$ cat config.mk
export PLATFORM = sky130hd
export DESIGN_NAME = fuse_ctrl
export DESIGN_NICKNAME = d
export VERILOG_FILES = /design/src/rtl/fuse_pkg.sv /design/src/rtl/fuse_store.sv /design/src/rtl/fuse_prog_seq.sv /design/src/rtl/fuse_boot_latch.sv /design/src/rtl/fuse_ctrl.sv
export SDC_FILE = /design/constraint.sdc
export NUM_CORES = 2
export LEC_CHECK = 0
export BUFFER_PORTS_ARGS = -buffer_cell sky130_fd_sc_hd__clkbuf_2
export CORE_MARGIN = 1.5
export CORE_UTILIZATION = 60
export CTS_CLUSTER_DIAMETER = 50
export DETAILED_ROUTE_END_ITERATION = 12
export PLACE_DENSITY = 0.88
export SYNTH_ARGS = -nofsm -noshare
export SYNTH_HDL_FRONTEND = slang
export SYNTH_SLANG_ARGS = --single-unit
$ cat constraint.sdc
create_clock -name clk -period 4.6 [get_ports clk]
set_input_delay 0.92 -clock clk [delete_from_list [all_inputs] [get_ports clk]]
set_output_delay 0.92 -clock clk [all_outputs]
set_load 0.02 [all_outputs]
$ cat src/rtl/fuse_pkg.sv
package fuse_pkg;

  typedef enum logic [2:0] {
    SEL_NONE,
    SEL_CTRL,
    SEL_CMD,
    SEL_STAT,
    SEL_BOOT,
    SEL_WIN
  } sel_e;

  // Map an address onto a register target: window half first, then the four registers.
  function automatic sel_e decode_sel(input logic in_window, input logic upper_zero,
                                      input logic [1:0] reg_idx);
    sel_e s;
    if (in_window) s = SEL_WIN;
    else if (!upper_zero) s = SEL_NONE;
    else begin
      case (reg_idx)
        2'd0: s = SEL_CTRL;
        2'd1: s = SEL_CMD;
        2'd2: s = SEL_STAT;
        default: s = SEL_BOOT;
      endcase
    end
    return s;
  endfunction

endpackage

$ cat src/rtl/fuse_store.sv
module fuse_store #(
  parameter int NUM_MACROS  = 4,
  parameter int MACRO_BYTES = 32,
  localparam int MAC_IW  = $clog2(NUM_MACROS),
  localparam int WORD_IW = $clog2(MACRO_BYTES),
  localparam int CELLS   = MACRO_BYTES * 8,
  localparam int DATA_W  = 8 * NUM_MACROS
) (
  input  logic                          clk,
  input  logic                          por_n,
  input  logic                          blow_en,
  input  logic [MAC_IW-1:0]             blow_macro,
  input  logic [WORD_IW-1:0]            blow_byte,
  input  logic [2:0]                    blow_bit,
  input  logic [WORD_IW-1:0]            rd_idx,
  output logic [DATA_W-1:0]             rd_word,
  output logic [DATA_W-1:0]             word0,
  output logic [NUM_MACROS*CELLS-1:0]   cells_flat
);

  for (genvar m = 0; m < NUM_MACROS; m++) begin : g_macro
    logic [CELLS-1:0] cells;

    always_ff @(posedge clk or negedge por_n) begin
      if (!por_n) begin
        cells <= '0;
      end else if (blow_en && (blow_macro == MAC_IW'(m))) begin
        cells[{blow_byte, blow_bit}] <= 1'b1;
      end
    end

    // Lane m of each window word comes from macro m.
    assign rd_word[m*8 +: 8]            = cells[{rd_idx, 3'b000} +: 8];
    assign word0[m*8 +: 8]              = cells[7:0];
    assign cells_flat[m*CELLS +: CELLS] = cells;
  end

endmodule

$ cat src/rtl/fuse_prog_seq.sv
module fuse_prog_seq #(
  parameter int PROG_CYCLES = 16,
  localparam int CW = $clog2(PROG_CYCLES + 1)
) (
  input  logic clk,
  input  logic rst_n,
  input  logic enable,
  input  logic launch,
  output logic busy,
  output logic done
);

  logic [CW-1:0] cnt;
  logic          last;

  assign last = (cnt == CW'(PROG_CYCLES - 1));
  assign done = busy && enable && last;

  always_ff @(posedge clk or negedge rst_n) begin
    if (!rst_n) begin
      busy <= 1'b0;
      cnt  <= '0;
    end else if (!enable) begin
      busy <= 1'b0;
      cnt  <= '0;
    end else if (launch) begin
      busy <= 1'b1;
      cnt  <= '0;
    end else if (busy) begin
      if (last) begin
        busy <= 1'b0;
        cnt  <= '0;
      end else begin
        cnt <= cnt + 1'b1;
      end
    end
  end

endmodule

$ cat src/rtl/fuse_boot_latch.sv
module fuse_boot_latch #(
  parameter int DATA_W = 32
) (
  input  logic              clk,
  input  logic              rst_n,
  input  logic [DATA_W-1:0] word_in,
  output logic [DATA_W-1:0] boot_word
);

  logic pending;

  always_ff @(posedge clk or negedge rst_n) begin
    if (!rst_n) begin
      pending   <= 1'b1;
      boot_word <= '0;
    end else if (pending) begin
      pending   <= 1'b0;
      boot_word <= word_in;
    end
  end

endmodule

$ cat src/rtl/fuse_ctrl.sv
module fuse_ctrl
  import fuse_pkg::*;
#(
  parameter int NUM_MACROS  = 4,
  parameter int MACRO_BYTES = 32,
  parameter int PROG_CYCLES = 16,
  localparam int FUSE_BYTES = NUM_MACROS * MACRO_BYTES,
  localparam int DATA_W     = 8 * NUM_MACROS,
  localparam int ADDR_W     = $clog2(FUSE_BYTES) + 1
) (
  input  logic              clk,
  input  logic              rst_n,
  input  logic              por_n,
  input  logic              wr_en,
  input  logic              rd_en,
  input  logic [ADDR_W-1:0] reg_addr,
  input  logic [DATA_W-1:0] wr_data,
  output logic [DATA_W-1:0] rd_data,
  output logic              rd_valid
);

  localparam int MAC_IW    = $clog2(NUM_MACROS);
  localparam int WORD_IW   = $clog2(MACRO_BYTES);
  localparam int BYTE_FW   = WORD_IW + 1;
  localparam int MAC_FW    = MAC_IW + 1;
  localparam int BIT_LO    = 1;
  localparam int BYTE_LO   = 4;
  localparam int MAC_LO    = BYTE_LO + BYTE_FW;
  localparam int START_POS = DATA_W - 1;
  localparam int NBITS     = FUSE_BYTES * 8;

  sel_e                sel;
  logic                en_q, en_d, err_q, busy, done;
  logic [DATA_W-2:0]   cmd_q;
  logic                wr_ctrl, wr_cmd, bad, launch;
  logic [BYTE_FW-1:0]  fld_byte;
  logic [MAC_FW-1:0]   fld_mac;
  logic [WORD_IW-1:0]  win_idx;
  logic [DATA_W-1:0]   win_word, word0, boot_word, rd_mux;
  logic [NBITS-1:0]    fuse_bits;
  logic                unused_addr_lo;

  assign sel = decode_sel(reg_addr[ADDR_W-1], reg_addr[ADDR_W-2:4] == '0, reg_addr[3:2]);
  assign win_idx        = reg_addr[ADDR_W-2:MAC_IW];
  assign unused_addr_lo = ^reg_addr[MAC_IW-1:0];

  // Enable decode, seen in the same cycle so a disable also stops a blow.
  assign wr_ctrl = wr_en && (sel == SEL_CTRL);
  assign en_d    = wr_ctrl ? wr_data[0] : en_q;

  // Command acceptance and range check.
  assign fld_byte = wr_data[BYTE_LO +: BYTE_FW];
  assign fld_mac  = wr_data[MAC_LO +: MAC_FW];
  assign bad      = (fld_byte >= BYTE_FW'(MACRO_BYTES)) || (fld_mac >= MAC_FW'(NUM_MACROS));
  assign wr_cmd   = wr_en && (sel == SEL_CMD) && wr_data[START_POS] && en_q && !busy;
  assign launch   = wr_cmd && !bad;

  always_ff @(posedge clk or negedge rst_n) begin
    if (!rst_n) begin
      en_q  <= 1'b0;
      err_q <= 1'b0;
      cmd_q <= '0;
    end else begin
      en_q <= en_d;
      if (!en_d) begin
        cmd_q <= '0;
        err_q <= 1'b0;
      end else if (wr_cmd) begin
        if (bad) err_q <= 1'b1;
        else     cmd_q <= wr_data[DATA_W-2:0];
      end
    end
  end

  fuse_prog_seq #(.PROG_CYCLES(PROG_CYCLES)) u_seq (
    .clk    (clk),
    .rst_n  (rst_n),
    .enable (en_d),
    .launch (launch),
    .busy   (busy),
    .done   (done)
  );

  fuse_store #(.NUM_MACROS(NUM_MACROS), .MACRO_BYTES(MACRO_BYTES)) u_store (
    .clk        (clk),
    .por_n      (por_n),
    .blow_en    (done && cmd_q[0]),
    .blow_macro (cmd_q[MAC_LO +: MAC_IW]),
    .blow_byte  (cmd_q[BYTE_LO +: WORD_IW]),
    .blow_bit   (cmd_q[BIT_LO +: 3]),
    .rd_idx     (win_idx),
    .rd_word    (win_word),
    .word0      (word0),
    .cells_flat (fuse_bits)
  );

  fuse_boot_latch #(.DATA_W(DATA_W)) u_boot (
    .clk       (clk),
    .rst_n     (rst_n),
    .word_in   (word0),
    .boot_word (boot_word)
  );

  always_comb begin
    rd_mux = '0;
    case (sel)
      SEL_CTRL: rd_mux = {{(DATA_W-1){1'b0}}, en_q};
      SEL_CMD:  rd_mux = {busy, cmd_q};
      SEL_STAT: rd_mux = {{(DATA_W-1){1'b0}}, err_q};
      SEL_BOOT: rd_mux = boot_word;
      SEL_WIN:  rd_mux = win_word;
      default:  rd_mux = '0;
    endcase
  end

  always_ff @(posedge clk or negedge rst_n) begin
    if (!rst_n) begin
      rd_valid <= 1'b0;
      rd_data  <= '0;
    end else begin
      rd_valid <= rd_en;
      if (rd_en) rd_data <= rd_mux;
    end
  end

endmodule

==> summary.md <==
| Metric | Value |
|---|---|
| Status | `finished, violations left` |
| Failing checks | `design-rule violations` |
| Final-layout fill cell count | `4965` |
| Max Used Layer | `met4` |
| CP Max Fanout | `about 190` |
| Main combinational cell family by area after synthesis | `compound AO/OA/AOI/OAI gates` |
| CP Data Arrival Time | `4.34 ns` |
| Syn Inst Count | `roughly 3400` |
| Min Hold Slack | `approximately 0.28 ns` |
| HP Class | `in -> async` |
| CTS clk-pin slew, worst paths | `roughly 0.06 ns` |
| Synth async-reset ratio | `100.0%` |
| Crit Path Class | `in -> reg` |
| Per-cell routed wire length | `between 30 and 40 µm` |
| Post-CTS sizing | `0` |
| Chip width | `288.6 µm` |
| Peak VDD IR | `~0.28 mV` |
| Via density | `7.689` |
| Final period util | `between 80% and 90%` |
| I/O Buffers | `75` |
| Rel. slew slack | `between 10% and 20%` |
| DR iter-0 viols | `about 4300` |
| Wire length on met1 | `around 50000 µm` |
| Chip height | `approximately 290 µm` |
| Critical Path RT | `about 5.2 ns` |
| # nets final | `between 3000 and 4000` |
| Count of different cell masters after synthesis | `52` |
| Predominant post-synthesis flop cell | `dfrtp_1` |
| CP max-delay cell | `nor3b_2` |
| Die area | `83260 µm²` |
| P_leak | `between 0.02 and 0.03 µW` |
| Skew-Pair Late Insertion Delay | `roughly 0.70 ns` |
| Tot GR Track Use | `~34%` |
| Met3 Wirelength | `18330 µm` |
| Crit-path cells | `buf_8, inv_4, ha_1, nor2_1, nand4_1, mux2i_4, nor3b_2, buf_12, a31o_2` |
| Mux contribution to synthesized area | `between 10 and 15%` |
| P&R area growth vs syn | `10.40%` |
| CTS sink count | `1129` |
| Clock buffer depth | `3` |
| # DRC | `12` |
| Core box area | `between 80000 and 90000 µm²` |
| Vias in the first global route | `around 36000` |
| Max H-tree Level | `3` |
| Post-synthesis xor/xnor area fraction | `0.01790%` |
| Final HPWL DP | `70510 µm` |
| TritonCTS clock tree | `yes` |
| Yosys reg bits | `between 1000 and 1500` |
| Post-Syn Area | `about 50000 µm²` |
| Non-filler cells, final | `about 4500` |
| First-pass GRT wire length | `approximately 220000 µm` |
| Fmax | `about 270 MHz` |
| EDFF count, synth | `0` |
| DRT Pass-1 Iters | `11` |
| Row count | `104` |
| Crit path launch type | `input port` |
| Max Cap Viol | `0` |
| Setup violators final | `0` |
| Post-CTS Hold Buffers | `0` |
| Largest net degree at the start of global routing | `about 260` |
| Gpl congestion | `~0.8` |
| Slew at the pin closest to its max-slew limit | `approximately 1.2 ns` |
| Pwr Total | `between 20000 and 25000 µW` |
| Initial Util | `60.64%` |
| Post-synthesis compound-gate area fraction | `a little over a fifth` |
| Post-Place Cells | `roughly 4200` |
| ANT nets after route | `0` |
| Metal2 WL | `around 64000 µm` |
| I/O pins | `between 70 and 80` |
| Crit path capture type | `flip-flop` |
| Postcts setup bufs | `0` |
| Slew Viols, Final | `0` |
| Fin crit period | `3.716 ns` |
| PwrDens | `approximately 370 nW/µm²` |
| Via count | `about 34000` |
| Number of antenna violations at the first check in global routing | `2` |
| CP max stage delay | `approximately 0.84 ns` |
| Final Hold Vio Count | `0` |
| Total wire length | `between 100000 and 150000 µm` |
| Final clock skew | `approximately 0.03 ns` |
| Layout cell share with drive strength beyond 1 | `between 40% and 50%` |
| Synth Net Count | `approximately 3500` |
| Yosys warns | `0` |
| Post-Synth Simple-Gate Area | `around 2.5%` |
| CTS root buffer | `clkbuf_16` |
| Synth Area in Adders | `less than 1%` |
| Num CTS Buffers | `between 100 and 150` |
| Sequential fraction of the synthesis area | `between 50 and 60%` |
| Grt total ovfl | `0` |
| RSZ-0062 raised after global routing | `false` |
| Setup TNS | `0 ns` |
| Synth Area per Inst | `roughly 14 µm²` |
per-stage QoR:
| step | worst slack (ns) | utilization (%) | cell area (µm²) |
|---|---|---|---|
| 2_1_floorplan | 0.6192 | - | 48920 |
| 3_3_place_gp | 0.3958 | 62.23 | 50200 |
| 3_5_place_dp | 0.3209 | 62.23 | 50200 |
| 4_1_cts | 1.001 | 66.95 | 54010 |
| 5_1_grt | 0.7357 | 66.95 | 54010 |
| 6_report | 0.8843 | 66.95 | 54010 |
cell usage in the layout (no fill, tap or decap), types with 3 or more instances in the layout:
master      instances
o221ai_1           32
nand2b_1           40
buf_8               4
a211o_1            30
dfrtp_1          1128
a31o_1            198
a31oi_1             3
clkinv_8            5
ha_1                4
a31o_2            827
nor2b_1             4
inv_6               3
clkinv_2           18
nor2_4             21
buf_12             31
nor2_1              8
a22oi_1            31
nand3_1             4
clkinv_4            4
nand3b_1            3
buf_4              71
clkbuf_8           33
mux2i_1            94
clkbuf_16         112
mux4_2            254
a21oi_1            62
bufinv_16           7
o21ai_0             4
nand2_1           135
clkbuf_1           23
nor3_2              7
clkinvlp_4          3
clkbuf_2           70
o22ai_1            31
nor3_4              4
nor2b_4             3
mux2_2             37
nand4_1             3
worst paths after layout:
path                                                    start                            end  slack, ns  cells after the start
worst max-delay path                              reg_addr[2]  u_store.g_macro[2].cells[239]       0.88                      9
worst max register to register                   u_seq.cnt[0]  u_store.g_macro[3].cells[209]       1.46                      7
worst min register to register  u_store.g_macro[3].cells[120]  u_store.g_macro[3].cells[120]       0.46                      1
min in group clk                                   wr_data[2]                       cmd_q[2]       0.45                      3
max in group asynchronous                               por_n  u_store.g_macro[0].cells[140]       3.18                      3
worst min-delay path                                    por_n   u_store.g_macro[2].cells[51]       0.28                      1
cell usage after synthesis (3+ instances only):
cell type	n	area, µm²
o21ai_0	4	20.02
dfrtp_1	1128	28230
and3_1	3	18.77
mux4_2	254	5720
o22ai_1	31	193.9
mux2_2	37	416.7
nor3_2	4	40.04
ha_1	4	50.05
nor3_1	8	40.04
nor2b_1	7	43.79
a211o_1	30	262.8
clkbuf_1	283	1062
nand4_1	3	18.77
nand3_1	5	25.02
mux2i_1	94	940.9
nand2b_1	40	250.2
a31o_1	198	1734
a22oi_1	31	232.7
nand2_1	137	514.2
a31o_2	827	7243
nor2_2	3	18.77
buf_1	34	127.6
nor2_1	26	97.59
a21oi_1	62	310.3
buf_2	103	515.5
a31oi_1	3	18.77
inv_2	3	11.26
nand3b_1	3	22.52
o221ai_1	32	280.3
buf_6	18	202.7
kinds of logic after synthesis:
logic type / Yosys count
compound gates: 1228
xor+xnor: 1
fa+ha+maj: 4
buf+inv: 443
flops: 1129
mux: 386
other cells: 1
simple gates: 252
report_power, final:
group / switching [µW] / internal (µW) / leakage [µW]
Sequential: 9.22 / 9930 / 0.0158
Combinational: 624 / 196 / 0.00744
Clock: 3950 / 5420 / 0.00188
worst max-delay path, delay by kind of cell:
kind	cells	cell delay, ns
buf+inv	3	0.98
compound gates	1	0.27
simple gates	3	1.16
mux	1	0.31
fa+ha+maj	1	0.42
state kept, by name, indices dropped and copies added, names as in the netlist:
register,cells
rd_valid,1
cmd_q,31
u_boot.pending,1
en_q,1
u_store.g_macro.cells,1024
err_q,1
u_boot.boot_word,32
rd_data,32
u_seq.cnt,5
u_seq.busy,1
metal layers:
metal	GRT usage, %	vias up
met5	0	-
met4	19.31	0
met3	10.21	672
met2	51.85	2462
met1	45.04	17892
li1	-	13206
final cells by class:
type | count | area, µm² | area share [%]
clock buffer | 168 | 3343 | 6.189
multi-input combinational | 1872 | 19030 | 35.23
sequential | 1129 | 28250 | 52.31
timing repair buffer | 177 | 1575 | 2.916
tap | 1060 | 1326 | 2.455
clock inverter | 40 | 465.4 | 0.8617
inverter | 5 | 21.27 | 0.03938
antenna | 1 | 2.502 | 0.004633
(Power assumes the default switching activity.)
